File: src/rtl/ucs_pkg.sv
package ucs_pkg;
  localparam int NUM_STEPS = 3;
  localparam int STEP_W    = $clog2(NUM_STEPS);
  localparam int CTRL_W    = 9;
  localparam int GRP_W     = 2;              // width of a shared field
  localparam int ENC_W     = 2 * GRP_W + 3;  // two shared fields + three single bits

  typedef logic [STEP_W-1:0] step_t;
  typedef logic [CTRL_W-1:0] ctrl_t;
  typedef logic [ENC_W-1:0]  enc_t;

  // Unencoded word: t1 t2 y1 t3 t4 y2 add1 mult1 mult2 (MSB..LSB)
  function automatic ctrl_t flat_word(input step_t s);
    case (s)
      step_t'(0): flat_word = 9'b110000000;
      step_t'(1): flat_word = 9'b001110011;
      step_t'(2): flat_word = 9'b000001100;
      default:    flat_word = '0;
    endcase
  endfunction

  // Encoded word: [6:5] {t1,y1,y2}, [4:3] {t2,t3,add1}, [2] t4, [1] mult1, [0] mult2
  function automatic enc_t enc_word(input step_t s);
    case (s)
      step_t'(0): enc_word = 7'b01_01_000;
      step_t'(1): enc_word = 7'b10_10_111;
      step_t'(2): enc_word = 7'b11_11_000;
      default:    enc_word = '0;
    endcase
  endfunction
endpackage

File: src/rtl/ucs_step_counter.sv
module ucs_step_counter #(
  parameter int NUM_STEPS = 3,
  localparam int STEP_W = $clog2(NUM_STEPS)
) (
  input  logic              clk,
  input  logic              rst,
  input  logic              step_en,
  output logic [STEP_W-1:0] step,
  output logic              wrap_evt
);
  localparam logic [STEP_W-1:0] LAST = STEP_W'(NUM_STEPS - 1);

  assign wrap_evt = step_en && (step == LAST);

  always_ff @(posedge clk) begin
    if (rst)           step <= '0;
    else if (wrap_evt) step <= '0;
    else if (step_en)  step <= step + 1'b1;
  end
endmodule

File: src/rtl/ucs_field_decoder.sv
module ucs_field_decoder #(
  parameter int CODE_W = 2,
  localparam int LINES = (1 << CODE_W) - 1
) (
  input  logic [CODE_W-1:0] code,
  output logic [LINES-1:0]  lines
);
  // code 0 = none; code k asserts lines[k-1]
  for (genvar i = 0; i < LINES; i++) begin : g_line
    assign lines[i] = (code == CODE_W'(i + 1));
  end
endmodule

File: src/rtl/ucs_store.sv
module ucs_store
  import ucs_pkg::*;
#(
  parameter bit ENCODED = 1'b1
) (
  input  step_t addr,
  output ctrl_t ctrl
);
  if (ENCODED) begin : g_enc
    enc_t             word;
    logic [2:0]       grp_a;   // t1, y1, y2
    logic [2:0]       grp_b;   // t2, t3, add1
    logic [0:0]       t4_l, m1_l, m2_l;

    assign word = enc_word(addr);

    ucs_field_decoder #(.CODE_W(GRP_W)) u_dec_a (.code(word[6:5]), .lines(grp_a));
    ucs_field_decoder #(.CODE_W(GRP_W)) u_dec_b (.code(word[4:3]), .lines(grp_b));
    ucs_field_decoder #(.CODE_W(1))     u_dec_t4 (.code(word[2]),  .lines(t4_l));
    ucs_field_decoder #(.CODE_W(1))     u_dec_m1 (.code(word[1]),  .lines(m1_l));
    ucs_field_decoder #(.CODE_W(1))     u_dec_m2 (.code(word[0]),  .lines(m2_l));

    assign ctrl = {grp_a[0], grp_b[0], grp_a[1], grp_b[1], t4_l[0],
                   grp_a[2], grp_b[2], m1_l[0], m2_l[0]};
  end else begin : g_flat
    assign ctrl = flat_word(addr);
  end
endmodule

File: src/rtl/ucs_sequencer.sv
module ucs_sequencer
  import ucs_pkg::*;
#(
  parameter bit ENCODED = 1'b1
) (
  input  logic              clk,
  input  logic              rst,
  input  logic              step_en,
  output logic [STEP_W-1:0] step_o,
  output logic [CTRL_W-1:0] ctrl_o
);
  step_t step;
  logic  wrap_evt;

  ucs_step_counter #(.NUM_STEPS(NUM_STEPS)) u_cnt (
    .clk     (clk),
    .rst     (rst),
    .step_en (step_en),
    .step    (step),
    .wrap_evt(wrap_evt)
  );

  ucs_store #(.ENCODED(ENCODED)) u_store (
    .addr(step),
    .ctrl(ctrl_o)
  );

  assign step_o = step;
endmodule

File: config.mk
export PLATFORM = sky130hd
export DESIGN_NAME = ucs_sequencer
export DESIGN_NICKNAME = d
export VERILOG_FILES = /design/src/rtl/ucs_pkg.sv /design/src/rtl/ucs_step_counter.sv /design/src/rtl/ucs_field_decoder.sv /design/src/rtl/ucs_store.sv /design/src/rtl/ucs_sequencer.sv
export SDC_FILE = /design/constraint.sdc
export NUM_CORES = 1
export LEC_CHECK = 0
export CAP_MARGIN = 10
export CORE_AREA = 8 8 45 47
export DETAILED_ROUTE_END_ITERATION = 10
export DIE_AREA = 0 0 53 55
export SLEW_MARGIN = 20
export SYNTH_ARGS = -nofsm -noshare
export SYNTH_HDL_FRONTEND = slang
export SYNTH_SLANG_ARGS = --single-unit
export TNS_END_PERCENT = 10
File: constraint.sdc
create_clock -name clk -period 3.4 [get_ports clk]
set_input_delay 1.02 -clock clk [delete_from_list [all_inputs] [get_ports clk]]
set_output_delay 1.02 -clock clk [all_outputs]
set_load 0.1 [all_outputs]
# == Yosys cells after proc, flatten, opt, wreduce, memory -nomap -nowiden ==
# Cells that the tools add are included.
# totals
in_bits,3
output_inout_bits,11
word_cells,14
register_bits,2
# classes
eq_ne,8
mux,1
add_sub_neg,1
n_reduce_logical,3
# ops
operator,n
$pmux W7 S3,1
$eq A2 B2 Y1 const B,5
$eq A2 B1 Y1 const B,3
$add A2 B1 Y2 const B,1
$logic_not A2 Y1,1
$reduce_or A2 Y1,1
$logic_and A1 B1 Y1,1

# == Logic depth before layout (Yosys ltp) ==
# depth
word_depth,3
ltp_mapped,4
ltp_nobuf,4

# == Cells and area by module ==
# From an unflattened synthesis, not the netlist that was laid out.
# unflattened
hier_cells,29
area_unflattened_um2,257.7
# by_module_without_submodules
module,cells_per_inst,area_each_um2,instances,seq_area_each_um2
ucs_step_counter,10,100.1,1,40.0
ucs_store,10,90.1,1,0.0
ucs_field_decoder at u_store.g_enc.u_dec_a ...,3,22.5,2,0.0
ucs_field_decoder at u_store.g_enc.u_dec_m1 ...,1,7.5,3,0.0

# == Least setup slack after synthesis ==
# Ideal clock, no wire load.
# synth_path
path_kind,register -> output
start,register u_cnt.step[1]
end,output ctrl_o[3]
t_arrival_ns,2.378
t_required_ns,2.380
path_buffers,1
stages_incl_launch_ff,3
path_slack_ns,0.002
cell_sequence,dfxtp_1 -> ha_1 -> buf_4
# synth_between
elab_chain_len,3
elab_cells_between_ends,5
cone_classes,3 x eq/ne; 1 x mux; 1 x reduce/logical
# synth_lines
element,line,text
from (decl),ucs_step_counter.sv:8,"output logic [STEP_W-1:0] step,"
from (signal assigned),ucs_step_counter.sv:18,else if (step_en) step <= step + 1'b1;
$eq A2 B2 Y1 (tied with other cells),ucs_pkg.sv:24,case (s)
$pmux W7 S3 (*),ucs_pkg.sv:24,
$eq A2 B2 Y1 (*),ucs_field_decoder.sv:10,assign lines[i] = (code == CODE_W'(i + 1));
to (decl),ucs_sequencer.sv:10,output logic [CTRL_W-1:0] ctrl_o
# Every way passes the cells marked *; elsewhere a longest branch is shown, timed or not.

# == Worst setup path after layout ==
# layout_path
start,register u_cnt.step[1]
end,output ctrl_o[1]
# layout_between
elab_chain_len,2
elab_cells_between_ends,4
cone_classes,2 x eq/ne; 1 x mux; 1 x reduce/logical
# layout_lines
element,line
$eq A2 B2 Y1 (tied with other cells),ucs_pkg.sv:24
$pmux W7 S3 (*),ucs_pkg.sv:24
# Marked as above.

==> metrics.md <==
| Metric | Value |
|---|---|
| WP data required | `2380 ps` |
| Row cnt | `14` |
| Crit Path Category | `reg2out` |
| Number of hold violations in the final report | `0` |
| Final cell count without fillers | `45` |
| Leak | `0.136 nW` |
| Final cycle utilization of the critical path | `0.653` |
| Sequential share of power | `0.129` |
| Vias in the first global route | `161` |
| Min-Delay Path Class | `reg2reg` |
| # IOs | `14` |
| Die area | `2920 um^2` |
| Clk buf depth | `2` |
| Largest net degree at the start of global routing | `6` |
| P_int | `0.0886 mW` |
| First-pass GRT wire length | `703 um` |
| Yosys warning count | `0` |
| Slowest CP cell | `dfxtp_1` |
| Drt total wl | `452 um` |
| Post-DRT Antenna Nets | `0` |
| Antenna diodes | `0` |
| Mapped cell area | `186 um^2` |
| MaxCap Viol Count | `0` |
| Root buffer selected by CTS | `clkbuf_4` |
| Setup tns final | `0 ps` |
| DP HPWL | `364 um` |
| Synth area leaders | `buf_4 28%, ha_1 27%, dfxtp_1 21%` |
| # nets final | `38` |
| # DRC | `0` |
| Initial DRC Count | `1` |
| Initial antenna violation count | `0` |
| Minimum clock period | `2220 ps` |
| Setup Skew | `6.70 ps` |
| Outcome | `finished, final reports clean` |
| Largest registers | `u_cnt.step: 2 flops` |
| Slew headroom | `0.814` |
| Placer Congestion | `0.597` |
| Vias per cell | `3.38` |
| Die width | `53 um` |
| DIE HEIGHT | `55 um` |
| Net Count, Synth | `27` |
| Post-layout util | `0.202` |
| Core area | `1380 um^2` |
| Post-Syn Instances | `20` |
| Max-slew violation count | `0` |
| Most flop-heavy register | `u_cnt.step` |
| DR vias | `152` |
| Clk_lat worst skew | `230 ps` |
| Register area share after synthesis | `0.215` |
| Setup WS pre-CTS | `1260 ps` |
| Setup Fix Bufs, Post-CTS | `0` |
| Max reg flops | `2` |
| Area Growth Syn to Fin | `49.7%` |
| Logic pwr share | `0.624` |
| Num CTS Buffers | `3` |
| Htree depth | `1` |
| Cts hold-fix bufs | `0` |
| Synth area leader | `buf_4` |
| Switching Fraction | `0.596` |
| Sink Count | `2` |
| RSZ-0062 raised after global routing | `no` |
| Type of destination of the critical path | `output port` |
| FF+latch count, synth | `2` |
| Crit start category | `register` |
| DP Cell Count | `42` |
| Final worst slack | `1180 ps` |
| Final setup vio count | `0` |
| Clock Power Share | `0.247` |
| Net Sw Power | `0.131 mW` |
| Cell breakdown of the critical path | `inv_1, ha_1, buf_4` |
| Worst vdd ir | `0.168 mV` |
| DR WL/cell | `10.0 um` |
| CTS tree | `done` |
| Slew of the pin with the lowest slew margin | `281 ps` |
| Arr. time, crit path | `1200 ps` |
| Share of layout cells above drive strength 1 | `0.483` |
| Critical Path Fanout Max | `5` |
| PostCTS Resize Cnt | `0` |
| Total global-route track usage | `0.0371` |
| Starting density of the core | `0.135` |
| Fmax | `451 MHz` |
| Pwr per Cell Area | `786 nW/um^2` |
| Crit path largest cell delay | `340 ps` |
| Share of the synthesized area in the top cell type | `0.282` |
| TritonRoute pass-1 iters | `2` |
| Clock-pin transition on the worst setup and hold timing paths | `30 ps` |
| Synth unique cells | `9` |
| IO Port Bufs | `13` |
| Total grt overflow | `0` |
| Syn avg cell area | `9.32 um^2` |
## metal layers
metal  GRT usage  wire [um]  vias up
met5           0          0        -
met4      0.0388          0        0
met3      0.0481        138        0
met2      0.0391        146       12
met1      0.0318        167       62
li1            -          -       78
## through the flow
| stage | power [mW] | instance area, um^2 | hold WS [ps] |
|---|---|---|---|
| 2_1_floorplan | 0.153 | 186 | 942 |
| 3_3_place_gp | 0.166 | 256 | 535 |
| 3_5_place_dp | 0.166 | 256 | 527 |
| 4_1_cts | 0.224 | 279 | 546 |
| 5_1_grt | 0.229 | 279 | 586 |
| 6_report | 0.219 | 279 | 542 |
## worst max-delay path, delay by kind of cell, from the launching register on
family / cells / cell delay [ps]
adder cells (fa/ha/maj): 1 / 220
buffers and inverters: 2 / 410
flip-flops: 1 / 340
## final timing paths
path	slack (ps)	startpoint	depth (start not counted)	endpoint
max reg2reg	2060	u_cnt.step[0]	4	u_cnt.step[0]
max	1180	u_cnt.step[1]	3	ctrl_o[1]
min	540	u_cnt.step[1]	2	u_cnt.step[1]
min reg2reg	540	u_cnt.step[1]	2	u_cnt.step[1]
## logic make-up after synthesis
| logic type | count (synthesis) | synth area share |
|---|---|---|
| buf+inv | 9 | 0.322 |
| fa+ha+maj | 4 | 0.268 |
| simple gates | 3 | 0.128 |
| compound gates | 2 | 0.0671 |
| flops | 2 | 0.215 |
## power groups by stage
| stage | Sequential, mW | Combinational [mW] | Clock (mW) |
|---|---|---|---|
| floorplan | 0.0433 | 0.110 | 0 |
| global placement | 0.0288 | 0.137 | 0 |
| detailed placement | 0.0287 | 0.138 | 0 |
| CTS | 0.0284 | 0.138 | 0.0577 |
| global route | 0.0291 | 0.142 | 0.0586 |
| finish | 0.0283 | 0.137 | 0.0541 |
## synth_stat cells (all sizes together)
| cell | instances |
|---|---|
| buf | 7 |
| a21oi | 1 |
| inv | 2 |
| o31ai | 1 |
| ha | 4 |
| nand3b | 1 |
| or4b | 1 |
| dfxtp | 2 |
| nand2b | 1 |
## cell usage in the layout (no fill, tap or decap)
cell type	n
a21oi_1	1
buf_4	11
clkbuf_4	3
clkdlybuf4s50_1	2
dfxtp_1	2
ha_1	4
inv_1	2
nand2b_1	1
nand3b_1	1
o31ai_1	1
or4b_1	1
## final cells by class
type	instances	area (um^2)
clock buffer	3	22.5
fill	147	1100
inverter	2	7.51
multi-input combinational	9	86.3
sequential	2	40.0
tap	16	20.0
timing repair buffer	13	103
(Power assumes the default switching activity.)
